`src/rtl/wcoal_pkg.sv`:
```
package wcoal_pkg;

   typedef enum logic [1:0] {
      SZ_B4  = 2'd0,
      SZ_B8  = 2'd1,
      SZ_B16 = 2'd2,
      SZ_B32 = 2'd3
   } acc_size_e;

   typedef enum logic [1:0] {
      ST_IDLE  = 2'd0,
      ST_CHECK = 2'd1,
      ST_ISSUE = 2'd2,
      ST_DONE  = 2'd3
   } co_state_e;

   // Number of low address bits that must be zero for a given size code.
   function automatic int unsigned align_bits(acc_size_e sz);
      case (sz)
         SZ_B4:   return 2;
         SZ_B8:   return 3;
         SZ_B16:  return 4;
         default: return 5;
      endcase
   endfunction

endpackage

```
`src/rtl/lane_align_check.sv`:
```
module lane_align_check
   import wcoal_pkg::*;
#(
   parameter int LANES = 32
) (
   input  logic [LANES*4-1:0] lane_low,
   input  logic [LANES-1:0]   lane_mask,
   input  acc_size_e          acc_size,
   output logic               any_bad
);

   logic [LANES-1:0] lane_bad;

   for (genvar i = 0; i < LANES; i++) begin : g_lane
      logic [3:0] low;
      logic       misal;
      assign low = lane_low[i*4 +: 4];
      always_comb begin
         case (acc_size)
            SZ_B4:   misal = |low[1:0];
            SZ_B8:   misal = |low[2:0];
            SZ_B16:  misal = |low[3:0];
            default: misal = 1'b1;
         endcase
      end
      assign lane_bad[i] = lane_mask[i] & misal;
   end

   assign any_bad = |lane_bad;

endmodule

```
`src/rtl/lane_first_pick.sv`:
```
module lane_first_pick #(
   parameter int LANES       = 32,
   parameter bit ONEHOT_PICK = 1'b1,
   localparam int IW         = $clog2(LANES)
) (
   input  logic [LANES-1:0] pend,
   output logic [IW-1:0]    lead,
   output logic             found
);

   assign found = |pend;

   if (ONEHOT_PICK) begin : g_onehot
      logic [LANES-1:0] iso;
      assign iso = pend & (~pend + LANES'(1));
      always_comb begin
         lead = '0;
         for (int i = 0; i < LANES; i++) begin
            if (iso[i]) lead = lead | IW'(i);
         end
      end
   end else begin : g_scan
      always_comb begin
         lead = '0;
         for (int i = LANES - 1; i >= 0; i--) begin
            if (pend[i]) lead = IW'(i);
         end
      end
   end

endmodule

```
`src/rtl/line_match.sv`:
```
module line_match #(
   parameter int LANES = 32,
   parameter int TW    = 25,
   localparam int IW   = $clog2(LANES)
) (
   input  logic              clk,
   input  logic              rst_n,
   input  logic [LANES*TW-1:0] lane_tag,
   input  logic [LANES-1:0]  pend,
   input  logic [IW-1:0]     lead,
   output logic [TW-1:0]     lead_tag,
   output logic [LANES-1:0]  hit
);

   logic [TW-1:0] tag_a [LANES];

   for (genvar i = 0; i < LANES; i++) begin : g_unpack
      assign tag_a[i] = lane_tag[i*TW +: TW];
   end

   assign lead_tag = tag_a[lead];

   for (genvar i = 0; i < LANES; i++) begin : g_cmp
      assign hit[i] = pend[i] && (tag_a[i] == lead_tag);
   end

   // the lead lane always belongs to its own line group
   a_r1_lead_in_group: assert property (@(posedge clk) disable iff (!rst_n)
      (|pend) |-> hit[lead]);

endmodule

```
`src/rtl/warp_line_coalescer.sv`:
```
module warp_line_coalescer
   import wcoal_pkg::*;
#(
   parameter int LANES       = 32,
   parameter int AW          = 32,
   parameter int LINE_BYTES  = 128,
   parameter bit ONEHOT_PICK = 1'b1
) (
   input  logic                         clk,
   input  logic                         rst_n,
   input  logic                         req_valid,
   output logic                         req_ready,
   input  logic [LANES*AW-1:0]          req_addr,
   input  logic [LANES-1:0]             req_mask,
   input  logic [1:0]                   req_size,
   output logic                         txn_valid,
   input  logic                         txn_ready,
   output logic [AW-1:0]                txn_line,
   output logic [LANES-1:0]             txn_lanes,
   output logic                         done,
   output logic                         done_err,
   output logic [$clog2(LANES+1)-1:0]   done_count
);

   localparam int IW  = $clog2(LANES);
   localparam int CW  = $clog2(LANES + 1);
   localparam int LBB = $clog2(LINE_BYTES);
   localparam int TW  = AW - LBB;

   if (LANES < 2) begin : g_bad_lanes
      $error("LANES must be at least 2");
   end
   if ((LINE_BYTES & (LINE_BYTES - 1)) != 0 || LINE_BYTES < 16) begin : g_bad_line
      $error("LINE_BYTES must be a power of two of at least 16");
   end
   if (AW <= LBB) begin : g_bad_aw
      $error("AW must exceed the line offset width");
   end

   co_state_e         st_q;
   logic [LANES*AW-1:0] addr_q;
   logic [LANES-1:0]  pend_q;
   acc_size_e         size_q;
   logic [CW-1:0]     cnt_q;
   logic              err_q;

   logic [LANES*4-1:0]  lane_low;
   logic [LANES*TW-1:0] lane_tag;
   logic              bad;
   logic [IW-1:0]     lead;
   logic              found;
   logic [TW-1:0]     lead_tag;
   logic [LANES-1:0]  hit;
   logic [LANES-1:0]  rest;
   logic              fire;

   for (genvar i = 0; i < LANES; i++) begin : g_split
      assign lane_low[i*4 +: 4]   = addr_q[i*AW +: 4];
      assign lane_tag[i*TW +: TW] = addr_q[i*AW + LBB +: TW];
      if (LBB > 4) begin : g_mid
         logic [LBB-5:0] mid_unused;
         assign mid_unused = addr_q[i*AW + 4 +: LBB - 4];
      end
   end

   lane_align_check #(.LANES(LANES)) u_align (
      .lane_low  (lane_low),
      .lane_mask (pend_q),
      .acc_size  (size_q),
      .any_bad   (bad)
   );

   lane_first_pick #(.LANES(LANES), .ONEHOT_PICK(ONEHOT_PICK)) u_pick (
      .pend  (pend_q),
      .lead  (lead),
      .found (found)
   );

   line_match #(.LANES(LANES), .TW(TW)) u_match (
      .clk      (clk),
      .rst_n    (rst_n),
      .lane_tag (lane_tag),
      .pend     (pend_q),
      .lead     (lead),
      .lead_tag (lead_tag),
      .hit      (hit)
   );

   assign fire = txn_valid & txn_ready;
   assign rest = pend_q & ~hit;

   always_ff @(posedge clk or negedge rst_n) begin
      if (!rst_n) begin
         st_q   <= ST_IDLE;
         addr_q <= '0;
         pend_q <= '0;
         size_q <= SZ_B4;
         cnt_q  <= '0;
         err_q  <= 1'b0;
      end else begin
         case (st_q)
            ST_IDLE: begin
               if (req_valid) begin
                  addr_q <= req_addr;
                  pend_q <= req_mask;
                  size_q <= acc_size_e'(req_size);
                  cnt_q  <= '0;
                  err_q  <= 1'b0;
                  st_q   <= ST_CHECK;
               end
            end
            ST_CHECK: begin
               if (bad) begin
                  err_q  <= 1'b1;
                  pend_q <= '0;
                  st_q   <= ST_DONE;
               end else if (!found) begin
                  st_q <= ST_DONE;
               end else begin
                  st_q <= ST_ISSUE;
               end
            end
            ST_ISSUE: begin
               if (fire) begin
                  pend_q <= rest;
                  cnt_q  <= cnt_q + CW'(1);
                  if (rest == '0) st_q <= ST_DONE;
               end
            end
            default: st_q <= ST_IDLE;
         endcase
      end
   end

   assign req_ready  = (st_q == ST_IDLE);
   assign txn_valid  = (st_q == ST_ISSUE);
   assign txn_line   = {lead_tag, {LBB{1'b0}}};
   assign txn_lanes  = hit;
   assign done       = (st_q == ST_DONE);
   assign done_err   = done & err_q;
   assign done_count = done ? cnt_q : '0;

   // held under backpressure
   a_r10_hold: assert property (@(posedge clk) disable iff (!rst_n)
      txn_valid && !txn_ready |=> txn_valid && $stable(txn_line) && $stable(txn_lanes));

   // no acceptance while transactions are outstanding
   a_r9_busy_blocks: assert property (@(posedge clk) disable iff (!rst_n)
      txn_valid |-> !req_ready);

   // done lasts one cycle and is followed by idle
   a_r11_done_pulse: assert property (@(posedge clk) disable iff (!rst_n)
      done |=> !done && req_ready);

   // an error report carries a zero count
   a_r5_err_zero: assert property (@(posedge clk) disable iff (!rst_n)
      done && done_err |-> done_count == '0);

   // every transaction serves at least one lane
   a_r1_lanes_nonzero: assert property (@(posedge clk) disable iff (!rst_n)
      txn_valid |-> (|txn_lanes));

   // count never exceeds the lane count
   a_r4_count_bound: assert property (@(posedge clk) disable iff (!rst_n)
      done |-> int'(done_count) <= LANES);

   // done and a transaction never coexist
   a_r11_done_exclusive: assert property (@(posedge clk) disable iff (!rst_n)
      done |-> !txn_valid);

endmodule

```
`config.mk`:
```
export PLATFORM = sky130hd
export DESIGN_NAME = warp_line_coalescer
export DESIGN_NICKNAME = d
export VERILOG_FILES = /design/src/rtl/wcoal_pkg.sv /design/src/rtl/lane_align_check.sv /design/src/rtl/lane_first_pick.sv /design/src/rtl/line_match.sv /design/src/rtl/warp_line_coalescer.sv
export SDC_FILE = /design/constraint.sdc
export NUM_CORES = 2
export LEC_CHECK = 0
export ABC_CLOCK_PERIOD_IN_PS = 19400
export BUFFER_PORTS_ARGS = -buffer_cell sky130_fd_sc_hd__buf_2
export CAP_MARGIN = 20
export CORE_AREA = 2 2 447 449
export CTS_BUF_LIST = sky130_fd_sc_hd__clkbuf_8
export CTS_CLUSTER_DIAMETER = 30
export DETAILED_ROUTE_END_ITERATION = 10
export DIE_AREA = 0 0 449 451
export PLACE_DENSITY_LB_ADDON = 0.05
export SLEW_MARGIN = 10
export SYNTH_ARGS = -nofsm -noshare
export SYNTH_HDL_FRONTEND = slang
export SYNTH_SLANG_ARGS = --single-unit
```
`constraint.sdc`:
```
create_clock -name clk -period 19.4 [get_ports clk]
set_input_delay 5.82 -clock clk [delete_from_list [all_inputs] [get_ports clk]]
set_output_delay 5.82 -clock clk [all_outputs]
set_load 0.02 [all_outputs]
```
Word-level counts from Yosys, hierarchy flattened. Index checks and enable logic that the tools add are counted.

Add/sub/neg operators: 2. Magnitude comparators: 1. Multiplexer cells: 101. Eq/ne operators: 41. Bitwise operators: 39. Reduce and logical (&&, ||, !) cells: 141.

Operator list (number): two-way mux 1024 bit (2); equality test 25 bit (32); two-way mux 32 bit (6); OR reduction 4 bit (32); binary-select mux 25 bit (select 5 bit) (1); case mux 1 bit (3 select lines) (32); case mux 32 bit (3 select lines) (1); OR reduction 3 bit (32); two-way mux 5 bit (16); bitwise AND 32 bit (2); NOT 32 bit (2); OR reduction 2 bit (32); OR reduction 32 bit (2); two-way mux 25 bit (2); bitwise AND 1 bit (34); adder 32 x 1 -> 32 bit (second input constant) (1); logical AND 1 bit (32); zero test 32 bit (1); two-way mux 4 bit (8); two-way mux 2 bit (15); two-way mux 6 bit (5); two-way mux 3 bit (4); case mux 6 bit (2 select lines) (1); AND reduction 3 bit (3); 15 further kinds (27).

Input port bits: 1062. Flip-flop bits (word level): 1067.

Logic depth before layout (Yosys ltp).
Depth after elaboration: 49. Mapped depth: 27. Mapped depth without buffers: 17.

Hierarchy. A second synthesis with hierarchy kept.

Cell total of the unflattened synthesis: 4266. Area, all modules: 54667.4 um^2.

Modules (own cells, without submodules): warp_line_coalescer (area an instance 36568.8 um^2, seq. area each 24298.3 um^2, times used 1, cells each 2193); line_match (area an instance 16883.7 um^2, seq. area each 0.0 um^2, times used 1, cells each 1887); lane_align_check (area an instance 633.1 um^2, seq. area each 0.0 um^2, times used 1, cells each 98); lane_first_pick (area an instance 581.8 um^2, seq. area each 0.0 um^2, times used 1, cells each 88).

Least setup slack after synthesis. No wires, ideal clock.

Path kind: reg2out. Start point: register pend_q[7]. End point: output port txn_lanes[21]. Path buffers: 7. Stages on the path, launching flop included: 23. Path slack: 8435 ps. Data arrival time: 5145 ps. Required time: 13580 ps. Path through: dfrtp_1 buf_6 nor4_4 nand4_2 or3_1 and3_1 buf_2 nand2_2 buf_6 buf_8 buf_4 buf_2 mux2i_1 o22ai_1 o41a_1 nor2_1 buf_2 xor2_1 nand4_1 nor3_1 nand3_1 or4_1 nor2_1.

Word-level cells in the longest chain between the ends: 34.

RTL lines: start, declared (RTL line warp_line_coalescer.sv:42) `logic [LANES-1:0] pend_q;`; start signal, assigned (RTL line warp_line_coalescer.sv:105) `pend_q <= req_mask;`; start signal, assigned (RTL line warp_line_coalescer.sv:125) `pend_q <= rest;`; NOT 32 bit (RTL line lane_first_pick.sv:15) `assign iso = pend & (~pend + LANES'(1));`; adder 32 x 1 -> 32 bit (RTL line lane_first_pick.sv:15); bitwise AND 32 bit * (RTL line lane_first_pick.sv:15); two-way mux 3 bit (RTL line lane_first_pick.sv:19) `if (iso[i]) lead = lead | IW'(i);`; two-way mux 4 bit (8 in series) (RTL line lane_first_pick.sv:19); two-way mux 5 bit (15 in series) (RTL line lane_first_pick.sv:19); two-way mux 5 bit * (RTL line lane_first_pick.sv:19); NOT 5 -> 6 bit (implied by the code) * (RTL line line_match.sv:21) `assign lead_tag = tag_a[lead];`; binary-select mux 25 bit (select 5 bit) * (RTL line line_match.sv:21); two-way mux 25 bit (implied by the code) * (2 in series) (RTL line line_match.sv:21); equality test 25 bit * (RTL line line_match.sv:24) `assign hit[i] = pend[i] && (tag_a[i] == lead_tag);`; logical AND 1 bit * (RTL line line_match.sv:24); end, declared (RTL line warp_line_coalescer.sv:19) `output logic [LANES-1:0] txn_lanes,`.

Mark *: on every way between the ends. The rest lies on a longest branch, timed or not. The select of a mux whose other input is x is not followed.

Final worst setup path.
Start point: register pend_q[20]. End point: output port txn_lanes[21].

Word-level cells in the longest chain between the ends: 21.

RTL lines (RTL line): NOT 32 bit (lane_first_pick.sv:15); adder 32 x 1 -> 32 bit (lane_first_pick.sv:15); bitwise AND 32 bit * (lane_first_pick.sv:15); two-way mux 5 bit (11 in series) (lane_first_pick.sv:19); two-way mux 5 bit * (lane_first_pick.sv:19); NOT 5 -> 6 bit (implied by the code) * (line_match.sv:21); binary-select mux 25 bit (select 5 bit) * (line_match.sv:21); two-way mux 25 bit (implied by the code) * (2 in series) (line_match.sv:21); equality test 25 bit * (line_match.sv:24); logical AND 1 bit * (line_match.sv:24).

Marked as above.

==> summary.md <==
| Metric | Value |
|---|---|
| Syn avg cell area | `~11 sq um` |
| Synth area leaders | `dfrtp_1 (40%), mux2_2 (17%), xnor2_1 (7.0%), xor2_1 (6.7%), mux2i_1 (2.8%)` |
| Critical Path Source Type | `flip-flop` |
| Core Area | `approximately 200000 sq um` |
| Vias in the first global route | `55500` |
| Post-synthesis mux area share | `around 20%` |
| DR DRC count | `0` |
| Clock Latency Late Sink | `between 1 and 1.5 ns` |
| CTS tree | `built` |
| Post-Synth Adder-Cell Area | `less than 1%` |
| Postcts setup bufs | `0` |
| Post-route cell area | `approximately 76000 sq um` |
| Final Critical Period | `16.01 ns` |
| CP bufs+invs | `4` |
| Hold EP | `addr_q[545]` |
| Post-CTS resize count | `0` |
| Yosys reg bits | `between 900 and 1000` |
| Total gr overflow | `0` |
| Filler instances | `20200` |
| Crit-path max cell delay | `between 0.9 and 1 ns` |
| Multi-input logic area | `34900 sq um` |
| Setup TNS | `0 ns` |
| Worst Slack Setup Final | `roughly 3.4 ns` |
| Chip width | `about 450 um` |
| Layout Nets | `between 7000 and 8000` |
| Met3 GRT Util | `under 10%` |
| Reg-to-reg startpoint | `pend_q[20]` |
| First-pass GRT wire length | `around 490000 um` |
| Max-cap viol count | `0` |
| CP cell instances | `nor4_4 -> nand4_2 -> nor3_2 -> or4_2 -> buf_4 -> nor2_4 -> buf_12 -> nand3_1 -> o22ai_1 -> or4_1 -> nor2_2 -> buf_4 -> or2_2 -> xnor2_1 -> nor4_1 -> nand3_1 -> or4_1 -> nor2_1 -> buf_2` |
| WHS Path Cells | `1` |
| Post-route ant nets | `0` |
| Crit path kind | `flip-flop to primary output` |
| Area of the mapped netlist | `roughly 60000 sq um` |
| # rows | `around 160` |
| Critical-path top delay cell | `or4_1` |
| Fin util | `approximately two fifths` |
| FF-to-FF path depth | `22` |
| Area Overhead vs Synth | `24.6%` |
| Layout cells sized above 1 | `38.8%` |
| Routed vias/inst | `approximately 5.8` |
| Maximum clock frequency | `62.4 MHz` |
| Drt pass-1 iters | `6` |
| Via count | `about 56000` |
| Worst Clk Skew | `0.0808 ns` |
| M2 GR Usage | `55.3%` |
| Critical Path AT | `slightly above 10 ns` |
| Largest family of logic cells by synthesized area | `multiplexers` |
| HPWL Detailed | `around 290000 um` |
| YS warnings | `0` |
| Port Buffers | `1032` |
| Die area | `roughly 200000 sq um` |
| Async S/R FF share, synth | `100%` |
| Post-synth EDFFs | `0` |
| Top Usage Layer GRT | `met2` |
| RSZ-0062 raised after global routing | `no` |
| Worst-path clk slew | `0.05 ns` |
| CP Capture Type | `primary output` |
| Simple-Gate Fraction of Synth Area | `11.2%` |
| CP top delay family | `simple AND/OR/NAND/NOR gates` |
| Outcome | `finished clean` |
| Hold Path Class | `flip-flop to flip-flop` |
| Final Hold Viols | `0` |
| Root Buffer | `clkbuf_8` |
| Setup WS pre-CTS | `between 4 and 5 ns` |
| GRT Util Overall | `35.8%` |
| Cell variety after synth | `between 100 and 150` |
| Worst R2R Setup Slack | `8.87 ns` |
| Top-area cell type share of the netlist area | `just under 40%` |
| Register area share after synthesis | `a little under 40%` |
| CP required | `about 14 ns` |
| Leading area contributor after synthesis | `dfrtp_1` |
| Max Root-Sink Buffers | `4` |
| Placed instance area | `69400 sq um` |
| Worst slew margin | `13.5%` |
| Reg area | `between 20000 and 25000 sq um` |
| XOR/XNOR Fraction of Synth Area | `between 10% and 20%` |
| Initial Util | `between 30% and 40%` |
| Worst r2r dst | `st_q[1]` |
| Routed WL per cell | `between 30 and 40 um` |
| H-tree depth | `5` |
| Setup violators final | `0` |
| GP Congestion | `about 1.0` |
| Max FO, Critical Path | `76` |
| Worst-Margin Slew | `1.30 ns` |
| Routed Wire Length | `approximately 370000 um` |
| Number of top-level pins | `approximately 1100` |
| Die H | `451 um` |
| Met1 Track Usage GR | `roughly 46%` |
| Compound-Gate Fraction of Synth Area | `10.8%` |
| Cells after Synth | `approximately 5800` |
| Cts bufs inserted | `a little over 300` |
| Period utilization | `between 80% and 90%` |
| Final Max Slew Viols | `0` |
| Min-Delay Startpoint | `addr_q[545]` |
| CTS Hold Bufs | `0` |
| Initial antenna violation count | `117` |
| CTS Sinks | `roughly 1000` |
| Largest net degree at the start of global routing | `roughly 170` |
| Prevailing post-synth register cell | `dfrtp_1` |
| DR iter-0 viols | `roughly 5900` |
registers in the layout (all words and copies together), names as in the netlist:
register / count
addr_q: 928
cnt_q: 6
err_q: 1
pend_q: 32
size_q: 2
st_q: 2
stage by stage:
stage | hold WS [ns] | std cells
final | 0.495 | 9797
after detailed placement | 0.488 | 9226
after global placement | 0.483 | 9220
after global routing | 0.505 | 9775
after CTS | 0.497 | 9748
after floorplan | 0.471 | 5798
worst max path at each step:
| stage | startpoint | end | slack, ns | depth (start not counted) |
|---|---|---|---|---|
| 6_report | pend_q[20] | txn_lanes[21] | 3.39 | 19 |
| 5_1_grt | pend_q[20] | txn_lanes[21] | 3.49 | 19 |
| 4_1_cts | pend_q[20] | txn_lanes[21] | 3.57 | 19 |
| 3_5_place_dp | pend_q[20] | txn_lanes[21] | 4.73 | 19 |
| 3_3_place_gp | pend_q[0] | txn_lanes[21] | 4.79 | 18 |
| 2_1_floorplan | pend_q[7] | txn_lanes[21] | 8.43 | 22 |
final cells by class:
cell class / count / share of cell area (%)
tap: 2656 / 4.35
antenna: 47 / 0.154
multi-input combinational: 4321 / 45.7
timing repair buffer: 1221 / 8.81
sequential: 971 / 31.8
inverter: 59 / 0.290
clock inverter: 152 / 2.20
clock buffer: 370 / 6.67
Yosys cell counts (90+ instances only):
cell,instances
clkbuf_1,223
nand4_1,125
mux2i_1,172
nand3_1,186
xnor2_1,493
xor2_1,470
buf_2,125
o21ai_0,226
a21oi_1,149
nand2_1,272
nor3_1,156
and3_1,90
nor2_1,143
dfrtp_1,971
mux2_2,947
kinds of logic after synthesis:
family	count (synthesis)
other cells	1
buf+inv	506
compound gates	951
xor+xnor	963
mux	1125
fa+ha+maj	5
flops	971
simple gates	1270
layout by cell type, fill, tap and decap left out, types with 21 or more instances in the layout:
cell / count
mux2_2: 947
nor3_1: 149
diode_2: 47
a32oi_1: 25
nand4_1: 125
a2111oi_0: 26
clkinv_2: 32
o22ai_1: 50
and3_1: 89
nor2_1: 135
a21oi_1: 147
mux2i_1: 170
nand3_1: 185
buf_4: 176
nand2_1: 268
bufinv_16: 38
a31oi_1: 32
buf_2: 1032
xnor2_1: 493
o211ai_1: 21
o2111ai_1: 38
inv_1: 122
clkbuf_8: 370
and2_1: 24
a211oi_1: 84
nor4_1: 86
a22oi_1: 44
o21ai_0: 225
xor2_1: 470
or3_1: 41
dfrtp_1: 971
layer usage:
layer	routed length, um	share of wire, %
met5	46	0.012
met2	165000	44
met4	28800	7.7
met3	26900	7.2
met1	154000	41
Power is left out: the tool's default activity adds up to more than one toggle a clock period on the data nets, which glitch-free logic cannot reach.
